File: src/rtl/steer_pkg.sv
// Package: shared defaults and types for the steering unit.
// Assumes: priorities are unsigned, larger value = less important.
package steer_pkg;
    localparam int DEF_THREADS = 8;
    localparam int DEF_PRIO_W  = 9;
endpackage

File: src/rtl/steer_pick.sv
// Module: steer_pick
// Chooses, among eligible threads, the one with the numerically largest
// priority; ties resolve to the lowest index. Purely combinational.
// Assumes: prio_flat packs thread i at bits [i*PW +: PW].
module steer_pick #(
    parameter int NTHR = steer_pkg::DEF_THREADS,
    parameter int PW   = steer_pkg::DEF_PRIO_W
) (
    input  logic [NTHR*PW-1:0] prio_flat,
    input  logic [NTHR-1:0]    elig,
    output logic [NTHR-1:0]    pick_oh,
    output logic [PW-1:0]      pick_prio,
    output logic               pick_any
);
    logic [PW-1:0] tp [NTHR];

    // Unpack per-thread priority slices.
    for (genvar g = 0; g < NTHR; g++) begin : g_unpack
        assign tp[g] = prio_flat[g*PW +: PW];
    end

    // Linear scan: strict compare keeps the earliest of equal maxima.
    always_comb begin
        pick_oh   = '0;
        pick_prio = '0;
        pick_any  = 1'b0;
        for (int i = 0; i < NTHR; i++) begin
            if (elig[i] && (!pick_any || tp[i] > pick_prio)) begin
                pick_oh    = '0;
                pick_oh[i] = 1'b1;
                pick_prio  = tp[i];
                pick_any   = 1'b1;
            end
        end
    end
endmodule

File: src/rtl/steer_grant.sv
// Module: steer_grant
// Holds a single pending interrupt request and registers a one-cycle grant
// to the picked thread once any thread is eligible.
// Assumes: pick_oh is one-hot whenever pick_any is set.
module steer_grant #(
    parameter int NTHR = steer_pkg::DEF_THREADS
) (
    input  logic            clk,
    input  logic            rst_n,
    input  logic            arrive,
    input  logic [NTHR-1:0] pick_oh,
    input  logic            pick_any,
    output logic [NTHR-1:0] grant,
    output logic            pending
);
    logic req;

    // A request is live if one is waiting or one arrives now.
    assign req = pending | arrive;

    // Register the grant and keep the request while nobody can take it.
    always_ff @(posedge clk) begin
        if (!rst_n) begin
            grant   <= '0;
            pending <= 1'b0;
        end else begin
            grant   <= (req && pick_any) ? pick_oh : '0;
            pending <= req && !pick_any;
        end
    end

    AST_GRANT_ONEHOT: assert property (@(posedge clk) disable iff (!rst_n)
        $onehot0(grant));
    AST_PEND_HOLD: assert property (@(posedge clk) disable iff (!rst_n)
        pending && !pick_any |=> pending && grant == '0);
    AST_NO_IDLE_GRANT: assert property (@(posedge clk) disable iff (!rst_n)
        !pending && !arrive |=> grant == '0);
    AST_GRANT_CLEARS: assert property (@(posedge clk) disable iff (!rst_n)
        grant != '0 |-> !pending);
endmodule

File: src/rtl/resched_ctl.sv
// Module: resched_ctl
// Keeps the best-waiting priority and raises a one-cycle reschedule pulse
// when enabled and any thread priority is worse than it; firing returns the
// register to all ones. A same-edge write takes precedence over that reset.
// Assumes: all-ones is the idle code, so nothing can be worse than it.
module resched_ctl #(
    parameter int NTHR = steer_pkg::DEF_THREADS,
    parameter int PW   = steer_pkg::DEF_PRIO_W
) (
    input  logic               clk,
    input  logic               rst_n,
    input  logic [NTHR*PW-1:0] prio_flat,
    input  logic               sched_en,
    input  logic               wr_en,
    input  logic [PW-1:0]      wr_data,
    output logic               resched,
    output logic [PW-1:0]      bw_q
);
    localparam logic [PW-1:0] BW_IDLE = '1;

    logic [NTHR-1:0] worse;
    logic            fire;

    // Per-thread comparison against the stored best-waiting value.
    for (genvar g = 0; g < NTHR; g++) begin : g_cmp
        assign worse[g] = prio_flat[g*PW +: PW] > bw_q;
    end

    // Trigger when enabled and at least one thread is worse.
    assign fire = sched_en && (|worse);

    // Register pulse and best-waiting value; write wins over idle reset.
    always_ff @(posedge clk) begin
        if (!rst_n) begin
            resched <= 1'b0;
            bw_q    <= BW_IDLE;
        end else begin
            resched <= fire;
            if (wr_en)
                bw_q <= wr_data;
            else if (fire)
                bw_q <= BW_IDLE;
        end
    end

    AST_GATED_OFF: assert property (@(posedge clk) disable iff (!rst_n)
        !sched_en |=> !resched);
    AST_HOLD_OFF: assert property (@(posedge clk) disable iff (!rst_n)
        !sched_en && !wr_en |=> $stable(bw_q));
    AST_IDLE_AFTER_FIRE: assert property (@(posedge clk) disable iff (!rst_n)
        resched && !$past(wr_en) |-> bw_q == BW_IDLE);
    AST_NO_REFIRE: assert property (@(posedge clk) disable iff (!rst_n)
        resched && !$past(wr_en) |=> !resched);
    AST_WRITE_WINS: assert property (@(posedge clk) disable iff (!rst_n)
        wr_en |=> bw_q == $past(wr_data));
endmodule

File: src/rtl/prio_steer_unit.sv
// Module: prio_steer_unit (top)
// Steers interrupts to the eligible thread running the least important work
// and raises reschedule interrupts against a software best-waiting value.
// Assumes: inputs are synchronous to clk; reset is synchronous, active low.
module prio_steer_unit #(
    parameter int NTHR = steer_pkg::DEF_THREADS,
    parameter int PW   = steer_pkg::DEF_PRIO_W
) (
    input  logic               clk,
    input  logic               rst_n,
    input  logic [NTHR*PW-1:0] thr_prio,
    input  logic [NTHR-1:0]    thr_elig,
    input  logic               irq_arrive,
    input  logic               sched_en,
    input  logic               bw_wr_en,
    input  logic [PW-1:0]      bw_wr_data,
    output logic [NTHR-1:0]    irq_grant,
    output logic               resched_irq,
    output logic [PW-1:0]      bw_rd
);
    logic [NTHR-1:0] pick_oh;
    logic [PW-1:0]   pick_prio;
    logic            pick_any;
    logic            pending;

    steer_pick #(.NTHR(NTHR), .PW(PW)) u_pick (
        .prio_flat (thr_prio),
        .elig      (thr_elig),
        .pick_oh   (pick_oh),
        .pick_prio (pick_prio),
        .pick_any  (pick_any)
    );

    steer_grant #(.NTHR(NTHR)) u_grant (
        .clk      (clk),
        .rst_n    (rst_n),
        .arrive   (irq_arrive),
        .pick_oh  (pick_oh),
        .pick_any (pick_any),
        .grant    (irq_grant),
        .pending  (pending)
    );

    resched_ctl #(.NTHR(NTHR), .PW(PW)) u_resched (
        .clk       (clk),
        .rst_n     (rst_n),
        .prio_flat (thr_prio),
        .sched_en  (sched_en),
        .wr_en     (bw_wr_en),
        .wr_data   (bw_wr_data),
        .resched   (resched_irq),
        .bw_q      (bw_rd)
    );

    AST_GRANT_ELIGIBLE: assert property (@(posedge clk) disable iff (!rst_n)
        irq_grant != '0 |-> (irq_grant & $past(thr_elig)) != '0);

    // Picker checks against every thread's own priority slice.
    for (genvar g = 0; g < NTHR; g++) begin : g_chk
        AST_PICK_WORST: assert property (@(posedge clk) disable iff (!rst_n)
            thr_elig[g] |-> pick_any && thr_prio[g*PW +: PW] <= pick_prio);
        AST_PICK_TIE_LOW: assert property (@(posedge clk) disable iff (!rst_n)
            thr_elig[g] && thr_prio[g*PW +: PW] == pick_prio
            |-> (pick_oh >> (g + 1)) == '0);
    end
endmodule

File: config.mk
export PLATFORM = sky130hd
export DESIGN_NAME = prio_steer_unit
export DESIGN_NICKNAME = d
export VERILOG_FILES = /design/src/rtl/steer_pkg.sv /design/src/rtl/steer_pick.sv /design/src/rtl/steer_grant.sv /design/src/rtl/resched_ctl.sv /design/src/rtl/prio_steer_unit.sv
export SDC_FILE = /design/constraint.sdc
export NUM_CORES = 1
export LEC_CHECK = 0
export BUFFER_PORTS_ARGS = -buffer_cell sky130_fd_sc_hd__buf_2
export CAP_MARGIN = 10
export CELL_PAD_IN_SITES_DETAIL_PLACEMENT = 1
export CELL_PAD_IN_SITES_GLOBAL_PLACEMENT = 1
export CORE_ASPECT_RATIO = 1.5
export CORE_UTILIZATION = 45
export CTS_CLUSTER_SIZE = 16
export DETAILED_ROUTE_END_ITERATION = 12
export PLACE_DENSITY = 0.94
export SLEW_MARGIN = 20
export SYNTH_ARGS = -nofsm -noshare
export SYNTH_HDL_FRONTEND = slang
export SYNTH_HIERARCHICAL = 1
export SYNTH_SLANG_ARGS = --single-unit
File: constraint.sdc
create_clock -name clk -period 23.1 [get_ports clk]
set_input_delay 3.465 -clock clk [delete_from_list [all_inputs] [get_ports clk]]
set_output_delay 3.465 -clock clk [all_outputs]
set_load 0.05 [all_outputs]
==> metrics.md <==
| Metric | Value |
|---|---|
| Status | `finished, final reports clean` |
| Critical path depth | `55` |
| Vias per inst | `6.568` |
| Routed len/inst | `22.76 um` |
| Data arrival, critical path | `16.57 ns` |
| Worst path bufs/invs | `3` |
| Nets | `955` |
| Dpl hpwl | `16.49 mm` |
| Leakage dissipation | `0.002897 uW` |
| Synth Cell Area | `0.004937 sq mm` |
| Crit Reg-Reg Startpoint | `u_resched/bw_q[6]` |
| Max VDD drop | `0.04152 mV` |
| Hold Path Sink | `u_grant/pending` |
| Syn nets | `856` |
| Setup TNS | `0 ns` |
| Core area | `0.01065 sq mm` |
| Total wire length | `19.78 mm` |
| Placed standard-cell area | `0.005618 sq mm` |
| Min-delay src | `u_grant/pending` |
| Setup WS pre-CTS | `6.698 ns` |
| Initial DRC count | `285` |
| Largest net degree at the start of global routing | `29` |
| Drt drc | `0` |
| Worst-margin pin slew | `0.8331 ns` |
| Gate Count Post-Synth | `627` |
| Critical-path top delay cell | `or2_1` |
| Switching pwr | `181.9 uW` |
| Final worst-path cycle share | `70.92%` |
| First-pass GRT wire length | `29.84 mm` |
| Pins Over Slew Limit | `0` |
| DRT Pass-1 Iters | `5` |
| Syn-to-layout area delta | `15.38%` |
| GRT Total Usage | `34.57%` |
| PostCTS Resize Cnt | `0` |
| # port buffers | `111` |
| Io pins | `112` |
| GRT overflow | `0` |
| Worst EP required | `23.29 ns` |
| Critical path type | `input port to flip-flop` |
| Clock share of power | `10.0%` |
| Row cnt | `46` |
| Hold Crit Depth | `2` |
| Initial antenna violation count | `0` |
| FF-to-FF setup slack | `20.03 ns` |
| Mean post-synth cell area | `7.874 sq um` |
| Share of power burned in registers | `10.5%` |
| Final Hold Viols | `0` |
| Clock-pin slew on the worst setup and hold paths | `0.05 ns` |
| Clk_lat worst skew | `0.25 ns` |
| Postcts setup bufs | `0` |
| TritonCTS Buffers | `3` |
| Worst hold path type | `flip-flop to flip-flop` |
| Most used cell, CP | `ha_1` |
| Minimum clock period | `16.38 ns` |
| Combinational share of power | `79.5%` |
| Top delay family on crit path | `compound AO/OA/AOI/OAI gates` |
| ANT cells | `0` |
| CP max stage delay | `0.65 ns` |
| Die Area | `0.01140 sq mm` |
| Internal | `173.3 uW` |
| CP Capture Type | `flip-flop` |
| Endpoints failing setup | `0` |
| Vias in the first global route | `5915` |
| Setup WS post-layout | `6.717 ns` |
| CTS tree | `done` |
| Clock Root Buffer | `clkbuf_16` |
| Routed Antenna Nets | `0` |
| Layout Skew | `0.003826 ns` |
| Max Cap Viol | `0` |
| FF-to-FF path depth | `8` |
| Net Sw Frac | `51.21%` |
| Share of cells above drive strength 1 | `19.59%` |
| Placer congestion estimate | `1.050` |
| Fill cell count | `1372` |
| Clock Tree Buf Depth | `2` |
| Vias post-DR | `5708` |
| RSZ-0062 raised after global routing | `false` |
| H-Tree Level Count | `1` |
| Worst Path Max Fanout | `28` |
| DIE WIDTH | `87.53 um` |
| Power Density | `62.36 mW/mm^2` |
| Worst flop-to-flop path endpoint | `u_resched/bw_q[8]` |
| Max Fclk | `61.04 MHz` |
| Final Util | `53.50%` |
| Die Ht | `130.3 um` |
| Final Cell Area | `0.005697 sq mm` |
| Hold-fix buffers at CTS | `0` |
| Starting density of the core | `46.37%` |
| Worst slew margin | `44.03%` |
| Startpoint type of the worst setup path | `input port` |
| Synth Warn # | `6` |
| CTS sink cnt | `19` |
[placed cells by master (no fill, tap or decap), drive strengths merged, types with 8 or more instances in the layout]
cell and n:
nor2 48, a211oi 10, nand3 13, o21ai 18, dfxtp 19, o22ai 8, and2 25, nor3 19
a32o 8, a311oi 8, a21oi 35, a31o 8, nand4 31, o221ai 8, inv 34, o21a 8
ha 135, buf 114, a21o 34, a31oi 14, nand2 53, o31ai 12
[stage by stage]
step | hold slack [ns] | std cells | total power (uW)
2_1_floorplan | 0.4700 | 627 | 232.4
3_3_place_gp | 0.4768 | 865 | 297.6
3_5_place_dp | 0.5118 | 865 | 312.0
4_1_cts | 0.5191 | 869 | 350.4
5_1_grt | 0.5657 | 869 | 383.0
6_report | 0.5131 | 869 | 355.2
[state kept, by name (all words and copies together), names as in the netlist]
signal	cells
u_resched/resched	1
u_resched/bw_q	9
u_grant/pending	1
u_grant/grant	8
[worst reg2reg max path: stages (launching register included)]
cell and delay [ns]:
dfxtp_1 0.33, inv_1 0.42, ha_1 0.36, a211oi_1 0.20, nor2_1 0.10, o41ai_1 0.64
nand2_1 0.20, a211oi_4 0.49, a31oi_1 0.18
[how the worst max path moves through the flow]
stage                      from                to  slack (ns)
finish              thr_elig[0]  u_grant/grant[1]        6.72
global route        thr_elig[0]  u_grant/grant[1]        5.91
CTS                 thr_elig[0]  u_grant/grant[1]        6.91
detailed placement  thr_elig[0]  u_grant/grant[1]        6.70
global placement    thr_elig[0]  u_grant/grant[1]        7.45
floorplan           thr_elig[0]  u_grant/grant[1]        7.95
[per-layer routing]
| metal | share of wire [%] | wire (um) | global-route usage (%) |
|---|---|---|---|
| met1 | 37 | 7366 | 36.29 |
| met2 | 51 | 10010 | 63.10 |
| met3 | 3.9 | 776 | 2.340 |
| met4 | 8.2 | 1625 | 26.81 |
| met5 | 0 | 0 | 0 |
[power by group through the flow]
stage / sequential, uW / combinational, uW / clock (uW)
floorplan: 46.8 / 186 / 0
global placement: 37.9 / 260 / 0
detailed placement: 38.0 / 274 / 0
CTS: 37.3 / 277 / 36.5
global route: 37.6 / 307 / 38.0
finish: 37.3 / 282 / 35.5
[final cells by class]
cell class,instances,area (sq um),area share [%]
Clock buffer,4,78.83,1.384
Inverter,34,127.6,2.240
Multi-Input combinational cell,554,4352,76.39
Sequential cell,19,380.4,6.677
Tap cell,144,180.2,3.163
Timing Repair Buffer,114,578.1,10.15
(Power assumes the default switching activity.)
